[src/rtl/pit_pkg.sv]
`timescale 1ns/1ps
package pit_pkg;
  typedef enum logic [2:0] {
    M_TCINT   = 3'd0,
    M_ONESHOT = 3'd1,
    M_RATE    = 3'd2,
    M_SQUARE  = 3'd3,
    M_SWSTB   = 3'd4,
    M_HWSTB   = 3'd5
  } pit_mode_e;

  typedef enum logic [1:0] {
    ACC_LATCH = 2'd0,
    ACC_LO    = 2'd1,
    ACC_HI    = 2'd2,
    ACC_LOHI  = 2'd3
  } pit_acc_e;
endpackage

[src/rtl/pit_dec1.sv]
`timescale 1ns/1ps
// Subtract one from the counter value, either binary or digit-wise BCD.
module pit_dec1 #(
  parameter int W = 16
) (
  input  logic [W-1:0] val,
  input  logic         bcd,
  output logic [W-1:0] res
);
  localparam int NDIG = W / 4;

  logic [NDIG:0]  borrow;
  logic [W-1:0]   bcd_res;

  assign borrow[0] = 1'b1;

  for (genvar g = 0; g < NDIG; g++) begin : g_digit
    logic [3:0] dig;
    assign dig = val[4*g +: 4];
    assign bcd_res[4*g +: 4] = !borrow[g] ? dig :
                               (dig == 4'd0) ? 4'd9 : dig - 4'd1;
    assign borrow[g+1] = borrow[g] & (dig == 4'd0);
  end

  assign res = bcd ? bcd_res : val - W'(1);
endmodule

[src/rtl/pit_readout.sv]
`timescale 1ns/1ps
// Count and status latches plus the read-data multiplexer.
module pit_readout
  import pit_pkg::*;
#(
  parameter int W = 16
) (
  input  logic         clk,
  input  logic         rst_n,
  input  logic         clr,
  input  logic         rd,
  input  logic         lat_cnt,
  input  logic         lat_st,
  input  pit_acc_e     acc,
  input  logic [W-1:0] ce,
  input  logic [7:0]   status,
  output logic [7:0]   dout,
  output logic         ol_valid,
  output logic [W-1:0] ol_val
);
  logic [W-1:0] ol_q, ol_d;
  logic         olv_q, olv_d;
  logic [7:0]   st_q, st_d;
  logic         stv_q, stv_d;
  logic         hi_q, hi_d;
  logic [W-1:0] src;
  logic         use_hi;

  always_comb begin
    ol_d  = ol_q;
    olv_d = olv_q;
    st_d  = st_q;
    stv_d = stv_q;
    hi_d  = hi_q;
    if (clr) begin
      olv_d = 1'b0;
      stv_d = 1'b0;
      hi_d  = 1'b0;
    end else begin
      if (rd) begin
        if (stv_q) begin
          stv_d = 1'b0;
        end else begin
          if (acc == ACC_LOHI) hi_d = ~hi_q;
          if (olv_q && (acc != ACC_LOHI || hi_q)) olv_d = 1'b0;
        end
      end
      if (lat_cnt && !olv_q) begin
        ol_d  = ce;
        olv_d = 1'b1;
      end
      if (lat_st && !stv_q) begin
        st_d  = status;
        stv_d = 1'b1;
      end
    end
  end

  always_ff @(posedge clk or negedge rst_n) begin
    if (!rst_n) begin
      ol_q  <= '0;
      olv_q <= 1'b0;
      st_q  <= '0;
      stv_q <= 1'b0;
      hi_q  <= 1'b0;
    end else begin
      ol_q  <= ol_d;
      olv_q <= olv_d;
      st_q  <= st_d;
      stv_q <= stv_d;
      hi_q  <= hi_d;
    end
  end

  assign src    = olv_q ? ol_q : ce;
  assign use_hi = (acc == ACC_HI) || (acc == ACC_LOHI && hi_q);
  assign dout   = !rd ? 8'h00 : stv_q ? st_q : use_hi ? src[W-1:8] : src[7:0];

  assign ol_valid = olv_q;
  assign ol_val   = ol_q;
endmodule

[src/rtl/pit_channel.sv]
`timescale 1ns/1ps
module pit_channel
  import pit_pkg::*;
#(
  parameter int CH_ID = 0,
  parameter int W     = 16
) (
  input  logic       clk,
  input  logic       rst_n,
  input  logic       wr_en,
  input  logic       rd_en,
  input  logic [1:0] addr,
  input  logic [7:0] din,
  output logic [7:0] dout,
  input  logic       cnt_clk_en,
  input  logic       gate,
  output logic       out_pin
);
  localparam logic [1:0] CH_SEL = 2'(CH_ID);

  pit_mode_e    mode_q, mode_d;
  pit_acc_e     acc_q, acc_d;
  logic         bcd_q, bcd_d;
  logic [W-1:0] cr_q, cr_d, ce_q, ce_d;
  logic         wr_hi_q, wr_hi_d, out_q, out_d, run_q, run_d;
  logic         pend_q, pend_d, trig_q, trig_d, have_q, have_d;
  logic         null_q, null_d, extra_q, extra_d, armed_q, armed_d, gate_q;

  logic         cw_hit, rb_cmd, mine, new_cw, lat_cnt, lat_st, data_wr, data_rd;
  logic [W-1:0] dec1, dec2;
  logic [7:0]   status;
  logic         ol_valid;
  logic [W-1:0] ol_val;

  assign cw_hit  = wr_en && addr == 2'b11;
  assign rb_cmd  = cw_hit && din[7:6] == 2'b11;
  assign mine    = cw_hit && din[7:6] == CH_SEL;
  assign new_cw  = mine && din[5:4] != 2'b00;
  assign lat_cnt = (mine && din[5:4] == 2'b00) || (rb_cmd && din[CH_ID+1] && !din[5]);
  assign lat_st  = rb_cmd && din[CH_ID+1] && !din[4];
  assign data_wr = wr_en && addr == CH_SEL;
  assign data_rd = rd_en && addr == CH_SEL;
  assign status  = {out_q, null_q, acc_q, mode_q, bcd_q};

  pit_dec1 #(.W(W)) u_dec_a (.val(ce_q), .bcd(bcd_q), .res(dec1));
  pit_dec1 #(.W(W)) u_dec_b (.val(dec1), .bcd(bcd_q), .res(dec2));

  always_comb begin
    logic done, ld, pass, trigd, idle_ld;
    mode_d = mode_q;  acc_d = acc_q;    bcd_d = bcd_q;
    cr_d = cr_q;      ce_d = ce_q;      wr_hi_d = wr_hi_q;
    out_d = out_q;    run_d = run_q;    pend_d = pend_q;
    trig_d = trig_q;  have_d = have_q;  null_d = null_q;
    extra_d = extra_q; armed_d = armed_q;
    done    = 1'b0;
    trigd   = (mode_q == M_ONESHOT) || (mode_q == M_HWSTB);
    idle_ld = (mode_q == M_TCINT) || (mode_q == M_SWSTB);
    pass    = trigd || gate;
    if (gate && !gate_q) trig_d = 1'b1;
    // count register writes
    if (data_wr) begin
      case (acc_q)
        ACC_LO: begin cr_d = {8'h00, din}; done = 1'b1; end
        ACC_HI: begin cr_d = {din, 8'h00}; done = 1'b1; end
        ACC_LOHI: begin
          if (!wr_hi_q) cr_d[7:0] = din;
          else begin cr_d[W-1:8] = din; done = 1'b1; end
          wr_hi_d = ~wr_hi_q;
        end
        default: ;
      endcase
    end
    if (done) begin
      have_d = 1'b1;
      null_d = 1'b1;
      if (idle_ld || (!trigd && !run_q)) pend_d = 1'b1;
    end
    // counter-clock tick
    if (cnt_clk_en) begin
      ld = trigd ? (trig_q && have_q) : pend_q;
      if (ld) begin
        ce_d    = (mode_q == M_SQUARE) ? {cr_q[W-1:1], 1'b0} : cr_q;
        extra_d = (mode_q == M_SQUARE) && cr_q[0];
        run_d   = 1'b1;  pend_d = 1'b0;  trig_d = 1'b0;
        null_d  = 1'b0;  armed_d = 1'b1;
        out_d   = !(mode_q == M_TCINT || mode_q == M_ONESHOT);
      end else if ((mode_q == M_RATE || mode_q == M_SQUARE) && !gate) begin
        out_d = 1'b1;
      end else if (run_q && pass) begin
        case (mode_q)
          M_TCINT, M_ONESHOT: begin
            ce_d = dec1;
            if (ce_q == W'(1)) out_d = 1'b1;
          end
          M_SWSTB, M_HWSTB: begin
            ce_d = dec1;
            if (!out_q) out_d = 1'b1;
            if (ce_q == W'(1) && armed_q) begin out_d = 1'b0; armed_d = 1'b0; end
          end
          M_RATE: begin
            if (ce_q == W'(1)) begin
              ce_d = cr_q; out_d = 1'b1; null_d = 1'b0;
            end else begin
              ce_d = dec1;
              if (ce_q == W'(2)) out_d = 1'b0;
            end
          end
          M_SQUARE: begin
            if (extra_q) extra_d = 1'b0;
            else if (ce_q == W'(2)) begin
              out_d   = ~out_q;
              ce_d    = {cr_q[W-1:1], 1'b0};
              extra_d = cr_q[0] && !out_q;
              null_d  = 1'b0;
            end else ce_d = dec2;
          end
          default: ;
        endcase
      end
    end
    // a new control word overrides everything else
    if (new_cw) begin
      mode_d  = pit_mode_e'((din[3] && din[2]) ? {1'b0, din[2:1]} : din[3:1]);
      acc_d   = pit_acc_e'(din[5:4]);
      bcd_d   = din[0];
      out_d   = (din[3:1] != 3'd0);
      wr_hi_d = 1'b0;  run_d = 1'b0;  pend_d = 1'b0;  trig_d = 1'b0;
      have_d  = 1'b0;  null_d = 1'b1; extra_d = 1'b0; armed_d = 1'b0;
    end
  end

  always_ff @(posedge clk or negedge rst_n) begin
    if (!rst_n) begin
      mode_q <= M_TCINT;  acc_q <= ACC_LATCH;  bcd_q <= 1'b0;
      cr_q <= '0;  ce_q <= '0;  wr_hi_q <= 1'b0;  out_q <= 1'b0;
      run_q <= 1'b0;  pend_q <= 1'b0;  trig_q <= 1'b0;  have_q <= 1'b0;
      null_q <= 1'b0;  extra_q <= 1'b0;  armed_q <= 1'b0;  gate_q <= 1'b0;
    end else begin
      mode_q <= mode_d;  acc_q <= acc_d;  bcd_q <= bcd_d;
      cr_q <= cr_d;  ce_q <= ce_d;  wr_hi_q <= wr_hi_d;  out_q <= out_d;
      run_q <= run_d;  pend_q <= pend_d;  trig_q <= trig_d;  have_q <= have_d;
      null_q <= null_d;  extra_q <= extra_d;  armed_q <= armed_d;  gate_q <= gate;
    end
  end

  pit_readout #(.W(W)) u_readout (
    .clk(clk), .rst_n(rst_n), .clr(new_cw), .rd(data_rd),
    .lat_cnt(lat_cnt), .lat_st(lat_st), .acc(acc_q), .ce(ce_q),
    .status(status), .dout(dout), .ol_valid(ol_valid), .ol_val(ol_val)
  );

  assign out_pin = out_q;
endmodule

[config.mk]
export PLATFORM = sky130hd
export DESIGN_NAME = pit_channel
export DESIGN_NICKNAME = d
export VERILOG_FILES = /design/src/rtl/pit_pkg.sv /design/src/rtl/pit_dec1.sv /design/src/rtl/pit_readout.sv /design/src/rtl/pit_channel.sv
export SDC_FILE = /design/constraint.sdc
export NUM_CORES = 1
export LEC_CHECK = 0
export ABC_AREA = 0
export BUFFER_PORTS_ARGS = -buffer_cell sky130_fd_sc_hd__buf_2
export CAP_MARGIN = 20
export CELL_PAD_IN_SITES_DETAIL_PLACEMENT = 0
export CELL_PAD_IN_SITES_GLOBAL_PLACEMENT = 1
export CORE_MARGIN = 2
export CORE_UTILIZATION = 49
export CTS_BUF_LIST = sky130_fd_sc_hd__clkbuf_4
export CTS_CLUSTER_DIAMETER = 80
export DETAILED_ROUTE_END_ITERATION = 10
export HOLD_SLACK_MARGIN = 0.1
export PLACE_DENSITY_LB_ADDON = 0.05
export SYNTH_ARGS = -nofsm -noshare
export SYNTH_HDL_FRONTEND = slang
export SYNTH_SLANG_ARGS = --single-unit
[constraint.sdc]
create_clock -name clk -period 4.2 [get_ports clk]
set_input_delay 0.21 -clock clk [delete_from_list [all_inputs] [get_ports clk]]
set_output_delay 0.21 -clock clk [all_outputs]
set_load 0.01 [all_outputs]
==> flow_summary.toml <==
[status]
status = "finished, final reports clean"

[route]
top_layer = "met4"
vias = 5124
routedWlPerCell_um = 21.8
firstDrtPassIters = 7
wl_met2_um = 7900
final_antenna_net_count = 0
viasPerCell = 6.45
drt_wl_total_um = 17300
wl_met1_um = 7670
drc = 0
dr_wl_met3_um = 1210
initialDrtViolationCount = 469

[worst_setup_path]
start_kind = "flop"
cp-end-kind = "flop"
crit_path_start = "ce_q[0]"
worstSetupPathType = "flop to flop"
timing.rr.start = "ce_q[0]"
critical_path_arrival_ns = 3.90
r2r_cells = 10
path_max_fanout = 11
critPathRequiredTime_ns = 4.53

[logic_synthesis]
ys_types = 73
synthArstFlopShare = 1.00
seq_area_frac_synth = 0.349
yosysTopAreaCellShare = 0.349
synth_area_leaders = "dfrtp_1 (35%), o21ai_0 (6.0%), nand2_1 (5.7%), mux2_2 (3.8%), mux4_2 (3.4%)"
syn_inst = 633
synthTopCellsByCount = "nand2_1 (82), dfrtp_1 (75), o21ai_0 (64)"
yosys_warnings = 0
synth_edf_count = 0
synth_top_area_cell = "dfrtp_1"
avgSynthCellArea_um2 = 8.49
syn_nets = 660
syn_area_um2 = 5370
synth_seq_cells = 75
yosysMostFrequentCell = "nand2_1"
synth-main-ff-cell = "dfrtp_1"

[timing]
fmax_mhz = 280
rsz0062_at_grt = "false"
hold_ws_ns = 0.148
tightestPinTransition_ns = 0.985
slew_violations = 0
finClkSkew_ns = 0.0175
final.min_clock_period_ns = 3.58
finalHoldViolations = 0
max-slew-margin-rel = 0.343
setup_tns_ns = 0
setup_viol = 0
final.period_utilization = 0.851

[hold_path]
worstHoldPathType = "input pin to flop"
worstHoldStart = "cnt_clk_en"
holdPathStages = 3

[floorplanning]
start_util = 0.498
io-pin-count = 25
die_y_um = 109
die_w_um = 109
die-area_um2 = 11800
row_count = 38
core_area_um2 = 10800

[clocking]
clk_latency_ns = 0.45
clkTransAtPathRegs_ns = 0.13
cts_max_level = 3
cts.sinks = 75
cts_tree = "yes"
ctsRootBufferMaster = "clkbuf_4"
cts.path.max_buffers = 2
cts_made_buffers = 9
cts_setup_buffers = 0

[global_routing]
antenna_found_initial = 0
grt_pass1_wl_um = 27300
overflow = 0
grt_max_degree = 76
grt_pass1_vias = 4769
grtUsageTotal = 0.307

[finish]
drive_above_1_share = 0.150
area_growth_pct = 8.36
antenna_cells = 0
nets = 677
layout.cells.non_filler = 795
fin_area_um2 = 5820
fill_cells = 1014

[place]
post-place-cells = 768
place_area_um2 = 5580
portBuffers = 24
dpl.hpwl_um = 12700
gp_congestion = 0.932

[power_and_ir_drop]
leakagePower_nw = 2.36
power_density_nw_per_um2 = 665
ir_drop_mv = 0.297

[job]
cap_viol_max_count = 0
state kept, by name, indices dropped and copies added (netlist names):
register / count
gate_q: 1
acc_q: 2
trig_q: 1
out_pin: 1
ce_q: 16
u_readout.stv_q: 1
run_q: 1
extra_q: 1
u_readout.st_q: 8
u_readout.hi_q: 1
u_readout.ol_valid: 1
cr_q: 16
mode_q: 3
u_readout.ol_val: 16
bcd_q: 1
wr_hi_q: 1
null_q: 1
armed_q: 1
have_q: 1
pend_q: 1
cells in the final DEF (no fill, tap or decap), types with 10 or more instances in the layout:
master,n
dlygate4sd3_1,10
nand4_1,12
inv_1,22
nand3_1,34
clkbuf_4,11
ha_1,11
dfrtp_1,75
o21ai_0,63
nand2_1,82
mux2_2,18
a21oi_1,29
buf_2,23
mux2i_1,12
xnor2_1,10
nor3_1,16
buf_4,12
nor2_1,46
layout make-up:
type,instances,area (µm²),share of cell area
repair buffers,45,305,0.0524
inverters,22,82.6,0.0142
flip-flops and latches,75,1880,0.322
clock inverters,5,52.6,0.00902
clock buffers,11,82.6,0.0142
multi-input cells,497,3250,0.558
well taps,140,175,0.0301
layer usage:
| layer | track usage | up-vias |
|---|---|---|
| met3 | 0.0592 | 40 |
| met1 | 0.428 | 2471 |
| met5 | 0 | - |
| met2 | 0.476 | 238 |
| li1 | - | 2375 |
| met4 | 0.109 | 0 |
cell families after synthesis:
| kind of cell | synth area share |
|---|---|
| and+or+nand+nor | 0.226 |
| DFF | 0.349 |
| buffers and inverters | 0.0463 |
| adders and majority gates | 0.0256 |
| xor gates and xnor gates | 0.0261 |
| muxes | 0.0957 |
| AOI/OAI and AO/OA | 0.231 |
worst max-delay path, stage by stage, from the launching register on:
cell and delay (ns):
dfrtp_1 0.52, inv_1 0.20, ha_1 0.27, nor3b_1 0.61, mux2i_1 0.29, o211ai_2 0.23
a311oi_1 0.51, nand4_1 0.19, mux2_1 0.34, o31ai_1 0.19, a21oi_1 0.10
per-stage QoR:
step,power (W),utilization,worst slack [ns]
6_report,0.00387,0.540,0.624
5_1_grt,0.00415,0.540,0.339
4_1_cts,0.00382,0.539,0.694
3_5_place_dp,0.00335,0.517,0.730
3_3_place_gp,0.00334,0.517,0.936
2_1_floorplan,0.00273,-,1.29
power by group:
part / switching, W / internal (W)
combinational: 0.00128 / 0.000771
sequential: 0.000397 / 0.000966
clock: 0.000266 / 0.000193
total: 0.00194 / 0.00193
worst paths after layout:
kind / end / slack [ns]
setup / recovery: ce_q[10] / 0.62
hold / removal: run_q / 0.15
setup reg to reg: ce_q[10] / 0.62
hold reg to reg: u_readout.ol_val[7] / 0.49
max in group asynchronous: u_readout.ol_val[3] / 3.09
min in group asynchronous: cr_q[15] / 0.47
what timing repair did:
action                    in CTS  in global routing
gates resized for setup        0                  0
hold endpoints to repair      96                  0
hold buffers                  10                  0
Power figures use the tool's default switching activity.
